`config.mk`:
```
export PLATFORM = sky130hd
export DESIGN_NAME = scan_sequencer
export DESIGN_NICKNAME = d
export VERILOG_FILES = /design/src/rtl/scan_pkg.sv /design/src/rtl/scan_range.sv /design/src/rtl/scan_stepper.sv /design/src/rtl/scan_count.sv /design/src/rtl/scan_sequencer.sv
export SDC_FILE = /design/constraint.sdc
export NUM_CORES = 1
export LEC_CHECK = 0
export BUFFER_PORTS_ARGS = -buffer_cell sky130_fd_sc_hd__buf_2
export CAP_MARGIN = 20
export CORE_ASPECT_RATIO = 1.2
export CORE_MARGIN = 1
export CORE_UTILIZATION = 40
export DETAILED_ROUTE_END_ITERATION = 8
export HOLD_SLACK_MARGIN = 0.03
export SLEW_MARGIN = 30
export SYNTH_ARGS = -nofsm -noshare
export SYNTH_HDL_FRONTEND = slang
export SYNTH_SLANG_ARGS = --single-unit
```
`constraint.sdc`:
```
create_clock -name clk -period 3.5 [get_ports clk]
set_input_delay 0.35 -clock clk [delete_from_list [all_inputs] [get_ports clk]]
set_output_delay 0.35 -clock clk [all_outputs]
set_load 0.03 [all_outputs]
```
`src/rtl/scan_pkg.sv`:
```
package scan_pkg;

  // Scan mode encoding as applied on cfg_mode
  typedef enum logic [1:0] {
    MODE_FROM_ZERO = 2'b00,
    MODE_REPEAT    = 2'b01,
    MODE_FROM_MID  = 2'b10,
    MODE_SINGLE    = 2'b11
  } scan_mode_e;

  typedef enum logic {
    ST_IDLE = 1'b0,
    ST_RUN  = 1'b1
  } step_state_e;

endpackage

```
`src/rtl/scan_range.sv`:
```
// Turns the raw configuration into a channel plan: first and last index,
// issues per index minus one, and whether the plan loops forever.
module scan_range
  import scan_pkg::*;
#(
  parameter int NUM_CH   = 12,
  parameter int CH_W     = 4,
  parameter int MID_CH   = 6,
  parameter int REPEAT_N = 8,
  parameter int REP_W    = 3
) (
  input  logic [1:0]       mode,
  input  logic [CH_W-1:0]  sel,
  input  logic             ref_top,
  input  logic             continuous,
  output logic [CH_W-1:0]  first_ch,
  output logic [CH_W-1:0]  last_ch,
  output logic [REP_W-1:0] reps_m1,
  output logic             forever_run
);

  localparam logic [CH_W-1:0]  TOP_CH   = CH_W'(NUM_CH - 1);
  localparam logic [CH_W-1:0]  MID_IDX  = CH_W'(MID_CH);
  localparam logic [REP_W-1:0] REP_LAST = REP_W'(REPEAT_N - 1);

  logic [CH_W-1:0] clamped;
  logic [CH_W-1:0] scan_ceiling;
  logic [CH_W-1:0] ranged_end;
  scan_mode_e      mode_e;

  assign mode_e       = scan_mode_e'(mode);
  assign clamped      = (sel > TOP_CH) ? TOP_CH : sel;
  // reference pin drops out of ranged scans only
  assign scan_ceiling = ref_top ? (TOP_CH - 1'b1) : TOP_CH;
  assign ranged_end   = (clamped > scan_ceiling) ? scan_ceiling : clamped;

  always_comb begin
    first_ch    = '0;
    last_ch     = '0;
    reps_m1     = '0;
    forever_run = 1'b0;
    unique case (mode_e)
      MODE_FROM_ZERO: begin
        first_ch = '0;
        last_ch  = ranged_end;
      end
      MODE_REPEAT: begin
        first_ch    = clamped;
        last_ch     = clamped;
        reps_m1     = continuous ? '0 : REP_LAST;
        forever_run = continuous;
      end
      MODE_FROM_MID: begin
        first_ch = MID_IDX;
        last_ch  = (ranged_end < MID_IDX) ? MID_IDX : ranged_end;
      end
      MODE_SINGLE: begin
        first_ch    = clamped;
        last_ch     = clamped;
        forever_run = continuous;
      end
      default: begin
        first_ch = '0;
        last_ch  = '0;
      end
    endcase
  end

endmodule

```
`src/rtl/scan_stepper.sv`:
```
// Holds the captured plan and walks it one transfer at a time.
module scan_stepper
  import scan_pkg::*;
#(
  parameter int CH_W  = 4,
  parameter int REP_W = 3
) (
  input  logic             clk,
  input  logic             rst_n,
  input  logic             start,
  input  logic             abort,
  input  logic [CH_W-1:0]  plan_first,
  input  logic [CH_W-1:0]  plan_last,
  input  logic [REP_W-1:0] plan_reps_m1,
  input  logic             plan_forever,
  input  logic             conv_ready,
  output logic             conv_valid,
  output logic [CH_W-1:0]  conv_ch,
  output logic             busy,
  output logic             done,
  output logic             start_taken,
  output logic             xfer
);

  step_state_e      state_q;
  logic [CH_W-1:0]  first_q;
  logic [CH_W-1:0]  last_q;
  logic [REP_W-1:0] reps_m1_q;
  logic             forever_q;
  logic [CH_W-1:0]  cur_q;
  logic [REP_W-1:0] rep_q;
  logic             done_q;

  logic running;
  logic rep_final;
  logic ch_final;

  assign running     = (state_q == ST_RUN);
  assign start_taken = start && !abort && !running;
  assign xfer        = running && conv_ready && !abort;
  assign rep_final   = (rep_q == reps_m1_q);
  assign ch_final    = (cur_q == last_q);

  always_ff @(posedge clk or negedge rst_n) begin
    if (!rst_n) begin
      state_q   <= ST_IDLE;
      first_q   <= '0;
      last_q    <= '0;
      reps_m1_q <= '0;
      forever_q <= 1'b0;
      cur_q     <= '0;
      rep_q     <= '0;
      done_q    <= 1'b0;
    end else begin
      done_q <= 1'b0;
      if (!running) begin
        if (start_taken) begin
          first_q   <= plan_first;
          last_q    <= plan_last;
          reps_m1_q <= plan_reps_m1;
          forever_q <= plan_forever;
          cur_q     <= plan_first;
          rep_q     <= '0;
          state_q   <= ST_RUN;
        end
      end else if (abort) begin
        state_q <= ST_IDLE;
      end else if (conv_ready) begin
        if (!rep_final) begin
          rep_q <= rep_q + 1'b1;
        end else begin
          rep_q <= '0;
          if (!ch_final) begin
            cur_q <= cur_q + 1'b1;
          end else if (!forever_q) begin
            state_q <= ST_IDLE;
            done_q  <= 1'b1;
          end
        end
      end
    end
  end

  assign conv_valid = running;
  assign conv_ch    = cur_q;
  assign busy       = running;
  assign done       = done_q;

  // offered index held under back-pressure
  p_hold_offer_r8: assert property (@(posedge clk) disable iff (!rst_n)
    (conv_valid && !conv_ready && !abort) |=> (conv_valid && $stable(conv_ch)));

  // abort empties the stream without a completion pulse
  p_abort_stops_r10: assert property (@(posedge clk) disable iff (!rst_n)
    (conv_valid && abort) |=> (!conv_valid && !done));

  // completion follows a handshake and leaves the stream idle
  p_done_after_xfer_r9: assert property (@(posedge clk) disable iff (!rst_n)
    done |-> (!conv_valid && $past(conv_valid && conv_ready && !abort)));

  // completion is a single-cycle pulse
  p_done_pulse_r9: assert property (@(posedge clk) disable iff (!rst_n)
    done |=> !done);

  // offered index stays within the captured plan
  p_index_bounds_r2: assert property (@(posedge clk) disable iff (!rst_n)
    conv_valid |-> (conv_ch >= first_q && conv_ch <= last_q));

  // captured plan is frozen during a scan
  p_plan_frozen_r12: assert property (@(posedge clk) disable iff (!rst_n)
    (running && !abort && !done_q) |=> ($stable(first_q) && $stable(last_q)));

endmodule

```
`src/rtl/scan_count.sv`:
```
// Saturating count of conversions taken in the current scan.
module scan_count #(
  parameter int CNT_W = 8
) (
  input  logic             clk,
  input  logic             rst_n,
  input  logic             clear,
  input  logic             inc,
  output logic [CNT_W-1:0] count
);

  localparam logic [CNT_W-1:0] CNT_MAX = '1;

  logic [CNT_W-1:0] count_q;

  always_ff @(posedge clk or negedge rst_n) begin
    if (!rst_n) begin
      count_q <= '0;
    end else if (clear) begin
      count_q <= '0;
    end else if (inc && (count_q != CNT_MAX)) begin
      count_q <= count_q + 1'b1;
    end
  end

  assign count = count_q;

  // each transfer below the ceiling adds exactly one
  p_count_step_r11: assert property (@(posedge clk) disable iff (!rst_n)
    (!clear && inc && count != CNT_MAX) |=> (count == CNT_W'($past(count) + 1'b1)));

  // no transfer, or at the ceiling, leaves the count alone
  p_count_hold_r11: assert property (@(posedge clk) disable iff (!rst_n)
    (!clear && (!inc || count == CNT_MAX)) |=> $stable(count));

endmodule

```
`src/rtl/scan_sequencer.sv`:
```
module scan_sequencer
  import scan_pkg::*;
#(
  parameter int NUM_CH   = 12,
  parameter int CH_W     = 4,
  parameter int MID_CH   = 6,
  parameter int REPEAT_N = 8,
  parameter int CNT_W    = 8
) (
  input  logic             clk,
  input  logic             rst_n,
  input  logic             start,
  input  logic             abort,
  input  logic [1:0]       cfg_mode,
  input  logic [CH_W-1:0]  cfg_sel,
  input  logic             cfg_ref_top,
  input  logic             cfg_continuous,
  input  logic             conv_ready,
  output logic             conv_valid,
  output logic [CH_W-1:0]  conv_ch,
  output logic             busy,
  output logic             done,
  output logic [CNT_W-1:0] result_count
);

  localparam int REP_W = (REPEAT_N > 1) ? $clog2(REPEAT_N) : 1;

  logic [CH_W-1:0]  plan_first;
  logic [CH_W-1:0]  plan_last;
  logic [REP_W-1:0] plan_reps_m1;
  logic             plan_forever;
  logic             start_taken;
  logic             xfer;

  scan_range #(
    .NUM_CH  (NUM_CH),
    .CH_W    (CH_W),
    .MID_CH  (MID_CH),
    .REPEAT_N(REPEAT_N),
    .REP_W   (REP_W)
  ) u_range (
    .mode       (cfg_mode),
    .sel        (cfg_sel),
    .ref_top    (cfg_ref_top),
    .continuous (cfg_continuous),
    .first_ch   (plan_first),
    .last_ch    (plan_last),
    .reps_m1    (plan_reps_m1),
    .forever_run(plan_forever)
  );

  scan_stepper #(
    .CH_W (CH_W),
    .REP_W(REP_W)
  ) u_stepper (
    .clk         (clk),
    .rst_n       (rst_n),
    .start       (start),
    .abort       (abort),
    .plan_first  (plan_first),
    .plan_last   (plan_last),
    .plan_reps_m1(plan_reps_m1),
    .plan_forever(plan_forever),
    .conv_ready  (conv_ready),
    .conv_valid  (conv_valid),
    .conv_ch     (conv_ch),
    .busy        (busy),
    .done        (done),
    .start_taken (start_taken),
    .xfer        (xfer)
  );

  scan_count #(
    .CNT_W(CNT_W)
  ) u_count (
    .clk  (clk),
    .rst_n(rst_n),
    .clear(start_taken),
    .inc  (xfer),
    .count(result_count)
  );

  // an accepted start puts an index on the stream next cycle
  p_start_offers_r9: assert property (@(posedge clk) disable iff (!rst_n)
    (start && !abort && !busy) |=> (conv_valid && busy && result_count == '0));

  // a start while running changes nothing on the stream
  p_start_ignored_r12: assert property (@(posedge clk) disable iff (!rst_n)
    (busy && start && !abort && !conv_ready) |=> $stable(conv_ch));

endmodule

```
# After elaboration in Yosys (flattened, before gate mapping)
# Index checks and enable logic that the tools add are counted.
# word_totals
in_bits	13
output_inout_bits	15
ff_bits	25
elab_cells	74
# op_classes
add_sub_neg	3
n_reduce_logical	14
n_mux	35
eq_ne	10
magnitude_cmp	3
bitwise	1
# ops
op	count
$mux 4	9
$pmux 4 s3	2
$mux 3	7
$mux 8	2
$mux 1	15
$add 8x1->8 const B	1
$ne 2x2->1 const B	4
$ne 8x8->1 const B	1
$logic_and 1x1->1	5
$reduce_and 5->1	1
$add 4x1->4 const B	1
$eq 2x2->1 const B	2
$eq 4x4->1	1
$gt 4x4->1	1
$gt 4x4->1 const B	1
$lt 4x3->1 const B	1
$reduce_bool 2->1	2
$add 3x1->3 const B	1
$eq 3x3->1	1
$reduce_and 3->1	1
$eq 2x1->1 const B	1
$logic_not 1->1	2
$logic_not 2->1	1
$reduce_and 2->1	1
2 further kinds	2

# Depth between registers and ports, before layout
# Gate-level depths: netlist of run 1.
# depth
word_depth	7
ltp_mapped	8
ltp_nobuf	7

# Modules after synthesis
# A second synthesis of run 1 with hierarchy kept.
# hier_totals
hier_cells	175
hier_area_um2	1535.2
# by_module_without_submodules
mod	seq_area_each_um2	area_each_um2	n_inst	cells_per_inst
scan_stepper	425.4	907.1	1	98
scan_count	200.2	464.2	1	49
scan_range	0.0	163.9	1	28

# Worst setup path after synthesis of run 1
# No wires, ideal clock.
# synth_path
path_type	reg2reg
startpoint	register u_count.count_q[0] (netlist: u_count.count[0])
endpoint	register u_count.count_q[1] (netlist: u_count.count[1])
n_path_buf	0
slack_ps	1625
setup_ps	132
arrival_ps	1743
period_less_slack_ps	1875
t_required_ps	3368
path_stages_with_launch	6
cell_sequence	dfrtp_1 -> ha_1 -> nand3_1 -> o311ai_2 -> mux2i_1 -> nor2_1
# synth_via
elab_chain_len	3
word_cells_on_any_way	6
cone_classes	add/sub (1); eq/ne (1); mux (2); reduce/logical (2)
# synth_lines
element	line_no	text
start, declared	scan_count.sv:14	logic [CNT_W-1:0] count_q;
start signal, assigned	scan_count.sv:22	count_q <= count_q + 1'b1;
$add 8x1->8 / $ne 8x8->1 (equally long branches)	scan_count.sv:22, scan_count.sv:21	
$mux 8 / $logic_and 1x1->1 (equally long branches)	scan_count.sv:21	end else if (inc && (count_q != CNT_MAX)) begin
$mux 8 / $reduce_bool 2->1 (equally long branches)	--	
# Parallel ways exist; a longest one is shown, timed or not. The select of a mux whose other input is x is not followed.
# A chain may end at the register's enable or synchronous reset.

# Final worst setup path of run 1
# layout_path
startpoint	register u_stepper.rep_q[0]
endpoint	register u_stepper.cur_q[1] (netlist: u_stepper.conv_ch[1])
# layout_via
elab_chain_len	3
# layout_lines
element	line_no	text
start, declared	scan_stepper.sv:31	logic [REP_W-1:0] rep_q;
start signal, assigned	scan_stepper.sv:70	rep_q <= rep_q + 1'b1;
$eq 3x3->1	scan_stepper.sv:41	assign rep_final = (rep_q == reps_m1_q);
$ne 2x2->1 (no source line)	--	
$reduce_and 5->1 (no source line)	--	
end signal, assigned	scan_stepper.sv:62	cur_q <= plan_first;
end signal, assigned	scan_stepper.sv:74	cur_q <= cur_q + 1'b1;
end, declared	scan_stepper.sv:30	logic [CH_W-1:0] cur_q;
# No other way between the ends.

==> results of run 1 <==
[cell type report]
| class | count | area (sq um) |
|---|---|---|
| fill | 343 | 1730 |
| timing repair buffer | 28 | 143 |
| inverter | 5 | 18.8 |
| sequential | 23 | 576 |
| multi-input combinational | 116 | 777 |
| clock buffer | 4 | 45.0 |
| tap | 37 | 46.3 |
[worst max-delay path: stages, from the launching register on]
cell                       delay [ns]
sky130_fd_sc_hd__dfrtp_1         0.43
sky130_fd_sc_hd__or4_4           0.59
sky130_fd_sc_hd__a311oi_4        0.46
sky130_fd_sc_hd__and4b_1         0.28
sky130_fd_sc_hd__nor3_2          0.05
[power breakdown]
group	switching, uW	internal (uW)
combinational	190	117
clock	88.6	81.5
sequential	69.4	310
[flip-flops by register name, indices dropped and copies added, names as in the netlist]
| signal | flops |
|---|---|
| u_stepper.done | 1 |
| u_count.count | 8 |
| u_stepper.rep_q | 3 |
| u_stepper.forever_q | 1 |
| u_stepper.last_q | 4 |
| u_stepper.conv_ch | 4 |
| u_stepper.reps_m1_q | 1 |
| u_stepper.busy | 1 |
[placed cells by master (no fill, tap or decap), types with 3 or more instances in the layout]
| cell type | count |
|---|---|
| sky130_fd_sc_hd__nand2_1 | 17 |
| sky130_fd_sc_hd__a21oi_1 | 10 |
| sky130_fd_sc_hd__nor2_1 | 9 |
| sky130_fd_sc_hd__o211ai_1 | 4 |
| sky130_fd_sc_hd__buf_2 | 27 |
| sky130_fd_sc_hd__nand3_1 | 7 |
| sky130_fd_sc_hd__xor2_1 | 5 |
| sky130_fd_sc_hd__clkbuf_8 | 3 |
| sky130_fd_sc_hd__dfrtp_1 | 23 |
| sky130_fd_sc_hd__nor2b_1 | 3 |
| sky130_fd_sc_hd__nand2b_1 | 3 |
| sky130_fd_sc_hd__nor3b_1 | 3 |
| sky130_fd_sc_hd__inv_1 | 5 |
| sky130_fd_sc_hd__o21ai_0 | 8 |
| sky130_fd_sc_hd__nand4_1 | 3 |
| sky130_fd_sc_hd__o41ai_1 | 4 |
| sky130_fd_sc_hd__ha_1 | 4 |
| sky130_fd_sc_hd__o31ai_1 | 3 |
[kinds of logic after synthesis]
kind of cell,after synthesis,share of synthesized area
buf+inv,11,0.0322
flops,23,0.412
xor+xnor,5,0.0313
compound gates,42,0.217
fa+ha+maj,4,0.0358
simple gates,63,0.258
mux,2,0.0143
[per-stage QoR]
stage	worst slack (ns)	area (sq um)	total power (uW)	std cells
after detailed placement	1.60	1560	694	209
final	1.58	1610	857	213
after floorplan	1.62	1400	597	150
after CTS	1.58	1610	864	213
after global placement	1.65	1560	681	209
after global routing	1.45	1610	913	213
[routing by layer]
metal | share of wire | routed length, um | vias up | track usage
met2 | 0.48 | 1570 | 21 | 0.324
met3 | 0.028 | 91 | 5 | 0.0233
li1 | - | - | 615 | -
met1 | 0.47 | 1540 | 601 | 0.258
met4 | 0.017 | 55 | 0 | 0.0823
met5 | 0 | 0 | - | 0
[path summary, 6_finish.rpt]
kind	start	end	slack (ns)
min	rst_n	u_stepper.conv_ch[1]	0.05
max	u_stepper.rep_q[0]	u_stepper.conv_ch[1]	1.58
max in group asynchronous	rst_n	u_count.count[7]	3.09
min reg2reg	u_stepper.forever_q	u_stepper.forever_q	0.50
min in group clk	cfg_continuous	u_stepper.reps_m1_q[1]	0.27
max reg2reg	u_stepper.rep_q[0]	u_stepper.conv_ch[1]	1.58
==> report_table.html, run 1 <==
<table>
<tr><th>Metric</th><th>Value</th></tr>
<tr><th colspan="2">Yosys</th></tr>
<tr><td>Largest area contributor in the netlist</td><td>sky130_fd_sc_hd__dfrtp_1</td></tr>
<tr><td>Async set or reset register ratio after synthesis</td><td>1.00</td></tr>
<tr><td>Ys Warns</td><td>0</td></tr>
<tr><td>Share of synthesized area occupied by flip-flops and latches</td><td>0.412</td></tr>
<tr><td>Net count of the mapped netlist</td><td>167</td></tr>
<tr><td>Flip-flop and latch count after synthesis</td><td>23</td></tr>
<tr><td>Yosys cell types</td><td>44</td></tr>
<tr><td>Most frequently used cell type in the post-synthesis netlist</td><td>sky130_fd_sc_hd__dfrtp_1</td></tr>
<tr><td>Cell area after synthesis</td><td>0.00140 sq mm</td></tr>
<tr><td>Cell count after synthesis</td><td>150</td></tr>
<tr><td>Synth cell count leaders</td><td>23 x sky130_fd_sc_hd__dfrtp_1, 17 x sky130_fd_sc_hd__nand2_1, 10 x sky130_fd_sc_hd__a21oi_1</td></tr>
<tr><td>Most area-consuming cells after synthesis</td><td>sky130_fd_sc_hd__dfrtp_1 41%, sky130_fd_sc_hd__nand2_1 4.6%, sky130_fd_sc_hd__a21oi_1 3.6%, sky130_fd_sc_hd__ha_1 3.6%, sky130_fd_sc_hd__xor2_1 3.1%</td></tr>
<tr><td>Post-Syn Area per Cell</td><td>9.32 sq um</td></tr>
<tr><td>Main synth FF type</td><td>sky130_fd_sc_hd__dfrtp_1</td></tr>
<tr><td>Proportion of netlist area held by the largest area contributor</td><td>0.412</td></tr>
<tr><td>Number of enable-type register cells in the synthesized netlist</td><td>0</td></tr>
<tr><th colspan="2">Placed design</th></tr>
<tr><td>Port-buffer cells</td><td>27</td></tr>
<tr><td>Half-perimeter wire length after detailed placement</td><td>2.42 mm</td></tr>
<tr><td>Routability congestion estimate</td><td>0.813</td></tr>
<tr><th colspan="2">Clocking</th></tr>
<tr><td>Post-cts gate resize count</td><td>0</td></tr>
<tr><td>TritonCTS clock tree</td><td>done</td></tr>
<tr><td>Worst-path clk slew</td><td>0.08 ns</td></tr>
<tr><td>CTS sink count</td><td>23</td></tr>
<tr><td>Root buf cell</td><td>sky130_fd_sc_hd__clkbuf_8</td></tr>
<tr><td>Insertion delay to the later sink of the worst-skew pair</td><td>0.27 ns</td></tr>
<tr><td>Number of CTS-inserted buffers</td><td>3</td></tr>
<tr><td>Maximum level of the CTS H-tree</td><td>1</td></tr>
<tr><td>Clock Tree Buf Depth</td><td>2</td></tr>
<tr><td>Count of buffers added by post-CTS timing repair for setup</td><td>0</td></tr>
<tr><td>Number of buffers inserted for hold repair after clock tree synthesis</td><td>0</td></tr>
<tr><th colspan="2">Die</th></tr>
<tr><td>Core Area</td><td>0.00334 sq mm</td></tr>
<tr><td>Number of rows created at floorplan</td><td>23</td></tr>
<tr><td>Total Die Area</td><td>0.00374 sq mm</td></tr>
<tr><td># IOs</td><td>28</td></tr>
<tr><td>Vertical extent of the die</td><td>66.8 um</td></tr>
<tr><td>DIE WIDTH</td><td>56.0 um</td></tr>
<tr><td>Starting density of the core</td><td>0.419</td></tr>
<tr><th colspan="2">Critical path</th></tr>
<tr><td>Critical path required time</td><td>3.66 ns</td></tr>
<tr><td>CP startpoint kind</td><td>flip-flop</td></tr>
<tr><td>Cell depth of the worst flop-to-flop path</td><td>4</td></tr>
<tr><td>CP Capture Type</td><td>flip-flop</td></tr>
<tr><td>Critical Path Fanout Max</td><td>7</td></tr>
<tr><td>Data arrival time of the critical path</td><td>2.08 ns</td></tr>
<tr><td>Setup CP Type</td><td>reg -&gt; reg</td></tr>
<tr><th colspan="2">STA</th></tr>
<tr><td>Max-slew violations</td><td>0</td></tr>
<tr><td>Final Hold Violating Endpoints</td><td>0</td></tr>
<tr><td>Accumulated negative setup slack</td><td>0 ns</td></tr>
<tr><td>Worst slew margin</td><td>0.560</td></tr>
<tr><td>Worst-margin pin slew</td><td>0.654 ns</td></tr>
<tr><td>Final setup violation count</td><td>0</td></tr>
<tr><td>Worst Hold Margin</td><td>0.0520 ns</td></tr>
<tr><td>RSZ-0062 raised after global routing</td><td>false</td></tr>
<tr><td>Clock skew after layout</td><td>0.00142 ns</td></tr>
<tr><td>Portion of the clock cycle consumed by the worst path in the final layout</td><td>0.548</td></tr>
<tr><td>Min Tclk post-route</td><td>1.92 ns</td></tr>
<tr><td>Upper clock frequency limit</td><td>522 MHz</td></tr>
<tr><th colspan="2">GRT</th></tr>
<tr><td>Maximum number of pins on one net before global-route repair</td><td>24</td></tr>
<tr><td>Global-route congestion overflow total</td><td>0</td></tr>
<tr><td>Combined global-route utilization of all metal layers</td><td>0.195</td></tr>
<tr><td>Number of antenna violations at the first check in global routing</td><td>0</td></tr>
<tr><td>First-pass GRT wire length</td><td>5.73 mm</td></tr>
<tr><td>Via count of the first global-routing pass</td><td>1,232</td></tr>
<tr><th colspan="2">Cells and area</th></tr>
<tr><td>Final design utilization</td><td>0.481</td></tr>
<tr><td>Area growth from synthesis to layout</td><td>14.9%</td></tr>
<tr><td>Fraction of final layout cells with drive strength greater than 1</td><td>0.227</td></tr>
<tr><td>Number of antenna diodes</td><td>0</td></tr>
<tr><td>Nets</td><td>194</td></tr>
<tr><th colspan="2">Power and ir drop</th></tr>
<tr><td>Power density over the cells</td><td>534 mW/mm^2</td></tr>
<tr><td>Leakage power figure</td><td>0.000733 uW</td></tr>
<tr><td>Worst ir drop on vdd</td><td>0.000332 V</td></tr>
<tr><th colspan="2">Drt</th></tr>
<tr><td>Via count</td><td>1,242</td></tr>
<tr><td>DRC errors left</td><td>0</td></tr>
<tr><td>Detailed router's first-iteration violation count</td><td>16</td></tr>
<tr><td>Via-to-Cell Ratio</td><td>5.83</td></tr>
<tr><td>Detailed-router iteration count before antenna repair</td><td>4</td></tr>
<tr><td>Final routed wirelength across all metal layers</td><td>3.25 mm</td></tr>
<tr><td>Post-route ant nets</td><td>0</td></tr>
<tr><td>Routed length per placed instance</td><td>15.3 um</td></tr>
<tr><th colspan="2">Flow run</th></tr>
<tr><td># Max-Cap Violations</td><td>0</td></tr>
<tr><th colspan="2">Hold path</th></tr>
<tr><td>Path type of the worst min-delay path</td><td>in -&gt; async</td></tr>
<tr><th colspan="2">Outcome</th></tr>
<tr><td>Run status</td><td>finished, final reports clean</td></tr>
</table>
Note: power is estimated with default switching activity, not from simulation.
==> inputs of run 2 (changes only) <==
clock period = 1.7 ns   (was 3.5 ns; I/O delays follow)
==> report_table.html, run 2 (same netlist as run 1, synthesis figures left out) <==
<table>
<tr><th>Metric</th><th>Value</th></tr>
<tr><th colspan="2">Drt</th></tr>
<tr><td>DRC errors left</td><td>0 (unchanged)</td></tr>
<tr><td>Detailed router's first-iteration violation count</td><td>80 (+64)</td></tr>
<tr><td>Post-route ant nets</td><td>0 (unchanged)</td></tr>
<tr><td>Via-to-Cell Ratio</td><td>5.75 (-1.3%)</td></tr>
<tr><td>Routed length per placed instance</td><td>15.6 um (+2.2%)</td></tr>
<tr><td>Via count</td><td>1,312 (+5.6%)</td></tr>
<tr><td>Detailed-router iteration count before antenna repair</td><td>4 (unchanged)</td></tr>
<tr><td>Final routed wirelength across all metal layers</td><td>3.56 mm (+9.4%)</td></tr>
<tr><th colspan="2">STA</th></tr>
<tr><td>Upper clock frequency limit</td><td>584 MHz (+12%)</td></tr>
<tr><td>Fin worst setup slack</td><td>-0.0124 ns (-1.59 ns)</td></tr>
<tr><td>Final setup violation count</td><td>1 (+1)</td></tr>
<tr><td>Min Tclk post-route</td><td>1.71 ns (-0.205 ns)</td></tr>
<tr><td>RSZ-0062 raised after global routing</td><td>true</td></tr>
<tr><td>Accumulated negative setup slack</td><td>-0.0124 ns (-0.0124 ns)</td></tr>
<tr><td>Final Hold Violating Endpoints</td><td>0 (unchanged)</td></tr>
<tr><td>Worst-margin pin slew</td><td>0.542 ns (-0.112 ns)</td></tr>
<tr><td>Clock skew after layout</td><td>0.00243 ns (+0.00101 ns)</td></tr>
<tr><td>Max-slew violations</td><td>0 (unchanged)</td></tr>
<tr><td>Portion of the clock cycle consumed by the worst path in the final layout</td><td>1.01 (+0.459)</td></tr>
<tr><td>Worst slew margin</td><td>0.639 (+0.0788)</td></tr>
<tr><th colspan="2">Cells and area</th></tr>
<tr><td>Final-layout fill cell count</td><td>319 (-7.0%)</td></tr>
<tr><td>Nets</td><td>209 (+7.7%)</td></tr>
<tr><td>Number of flip-flops under the largest register name</td><td>8 (unchanged)</td></tr>
<tr><td>Storage element area</td><td>581 sq um (+0.87%)</td></tr>
<tr><td>Total area of multi-input combinational cells</td><td>792 sq um (+1.9%)</td></tr>
<tr><td>Number of antenna diodes</td><td>0 (unchanged)</td></tr>
<tr><td>Most frequent cells in the layout</td><td>27 x sky130_fd_sc_hd__buf_2, 19 x sky130_fd_sc_hd__dfrtp_1, 17 x sky130_fd_sc_hd__nand2_1, 14 x sky130_fd_sc_hd__buf_4, 10 x sky130_fd_sc_hd__a21oi_1</td></tr>
<tr><td>Fraction of final layout cells with drive strength greater than 1</td><td>0.309 (+0.0816)</td></tr>
<tr><td>Area growth from synthesis to layout</td><td>25.4%</td></tr>
<tr><td>Most common library cell in the layout ignoring fill and taps</td><td>sky130_fd_sc_hd__buf_2</td></tr>
<tr><th colspan="2">Die</th></tr>
<tr><td>Total Die Area</td><td>0.00374 sq mm (unchanged)</td></tr>
<tr><td>Core Area</td><td>0.00334 sq mm (unchanged)</td></tr>
<tr><td># IOs</td><td>28 (unchanged)</td></tr>
<tr><td>Number of rows created at floorplan</td><td>23 (unchanged)</td></tr>
<tr><td>Starting density of the core</td><td>0.419 (unchanged)</td></tr>
<tr><td>Vertical extent of the die</td><td>66.8 um (unchanged)</td></tr>
<tr><td>DIE WIDTH</td><td>56.0 um (unchanged)</td></tr>
<tr><th colspan="2">Clocking</th></tr>
<tr><td>Clock Tree Buf Depth</td><td>2 (unchanged)</td></tr>
<tr><td>Maximum level of the CTS H-tree</td><td>1 (unchanged)</td></tr>
<tr><td>Root buf cell</td><td>sky130_fd_sc_hd__clkbuf_8</td></tr>
<tr><td>Insertion delay to the later sink of the worst-skew pair</td><td>0.26 ns (about the same)</td></tr>
<tr><td>TritonCTS clock tree</td><td>done</td></tr>
<tr><td>Worst-path clk slew</td><td>0.08 ns (about the same)</td></tr>
<tr><td>Number of CTS-inserted buffers</td><td>3 (unchanged)</td></tr>
<tr><td>CTS sink count</td><td>23 (unchanged)</td></tr>
<tr><th colspan="2">GRT</th></tr>
<tr><td>Combined global-route utilization of all metal layers</td><td>0.204 (+0.00893)</td></tr>
<tr><td>First-pass GRT wire length</td><td>6.00 mm (+4.7%)</td></tr>
<tr><td>Global-route congestion overflow total</td><td>0 (unchanged)</td></tr>
<tr><td>Via count of the first global-routing pass</td><td>1,277 (+3.7%)</td></tr>
<tr><td>Number of antenna violations at the first check in global routing</td><td>0 (unchanged)</td></tr>
<tr><td>Maximum number of pins on one net before global-route repair</td><td>24 (unchanged)</td></tr>
<tr><th colspan="2">Critical path</th></tr>
<tr><td>Critical Path Fanout Max</td><td>7 (unchanged)</td></tr>
<tr><td>Setup CP Type</td><td>reg -&gt; reg</td></tr>
<tr><td>Critical path required time</td><td>1.85 ns (-1.81 ns)</td></tr>
<tr><td>Data arrival time of the critical path</td><td>1.86 ns (-0.22 ns)</td></tr>
<tr><td>CP startpoint kind</td><td>flip-flop</td></tr>
<tr><td>CP Capture Type</td><td>flip-flop</td></tr>
<tr><th colspan="2">Power and ir drop</th></tr>
<tr><td>Worst ir drop on vdd</td><td>0.000653 V (+96%)</td></tr>
<tr><td>Total power</td><td>1870 uW (+120%)</td></tr>
<tr><td>Leakage power figure</td><td>0.000811 uW (+11%)</td></tr>
<tr><td>Power density over the cells</td><td>1060 mW/mm^2 (+99%)</td></tr>
<tr><th colspan="2">Outcome</th></tr>
<tr><td>Violations in the final reports</td><td>setup timing</td></tr>
<tr><td>Run status</td><td>finished with violations</td></tr>
<tr><th colspan="2">Placed design</th></tr>
<tr><td>Half-perimeter wire length after detailed placement</td><td>2.60 mm (+7.8%)</td></tr>
<tr><td>Setup Slack @ Placement</td><td>-0.0636 ns (-1.67 ns)</td></tr>
<tr><td>Routability congestion estimate</td><td>0.847 (+4.2%)</td></tr>
<tr><td>Port-buffer cells</td><td>27 (unchanged)</td></tr>
<tr><th colspan="2">Flow run</th></tr>
<tr><td># Max-Cap Violations</td><td>0 (unchanged)</td></tr>
<tr><th colspan="2">Hold path</th></tr>
<tr><td>Path type of the worst min-delay path</td><td>in -&gt; reg</td></tr>
</table>
## run 2: changes by cell type in the layout (fill, tap and decap cells not counted), sizes merged
cell / previous run / this run
buf: 28 / 42
dlygate4sd3: 0 / 1
## run 2: final timing paths
| check | from | to | slack (ns) | cells past startpoint |
|---|---|---|---|---|
| setup / recovery | u_stepper.reps_m1_q[1] | u_stepper.conv_ch[1] | -0.01 | 4 |
| hold / removal | cfg_continuous | u_stepper.reps_m1_q[1] | 0.10 | 2 |
| setup reg to reg | u_stepper.reps_m1_q[1] | u_stepper.conv_ch[1] | -0.01 | 4 |
| min in group asynchronous | rst_n | u_stepper.conv_ch[1] | 0.41 | 2 |
| max in group asynchronous | rst_n | u_count.count[1] | 0.89 | 2 |
| hold reg to reg | u_count.count[5] | u_count.count[5] | 0.51 | 1 |
## run 2: worst max-delay path, cell delays in order, from the launching register on
cell and delay (ns):
sky130_fd_sc_hd__dfrtp_1 0.38, sky130_fd_sc_hd__or4_4 0.56, sky130_fd_sc_hd__a311oi_4 0.34, sky130_fd_sc_hd__and4b_1 0.27
sky130_fd_sc_hd__nor3_2 0.04
## run 2: timing repair
item | 4_1_cts | 5_1_grt
hold buffers | 1 | 0
resized for setup | 0 | 1
endpoints found under the setup margin | 3 | 12
hold endpoints to repair | 23 | 0
buffers inserted | 0 | 1
pin swaps | 3 | 4
## run 2: final cells by class
type | instances | share of cell area
clock buffers | 4 | 0.0257
inverters | 5 | 0.0107
multi-input cells | 116 | 0.452
flip-flops and latches | 23 | 0.331
well taps | 37 | 0.0264
repair buffers | 43 | 0.154
## run 2: report_power, final
part / leakage (uW) / internal, uW / switching (uW) / total (uW)
registers: 0.000294 / 646 / 93.0 / 739
logic: 0.000495 / 325 / 460 / 785
clock network: 0.0000228 / 167 / 174 / 342
## run 2: per-layer routing
layer  up-vias  global-route usage  wire, um
li1        645                   -         -
met1       629               0.273      1690
met2        36               0.347      1700
met3         2              0.0214       156
met4         0              0.0671        18
met5         -                   0         0
## run 2: per-stage QoR
stage	hold WS, ns	cells	util	instance area [sq um]
floorplan	-0.126	150	-	1410
global placement	0.181	222	0.501	1670
detailed placement	0.184	222	0.501	1670
CTS	0.0942	227	0.518	1730
global route	0.114	228	0.525	1750
finish	0.102	228	0.525	1750
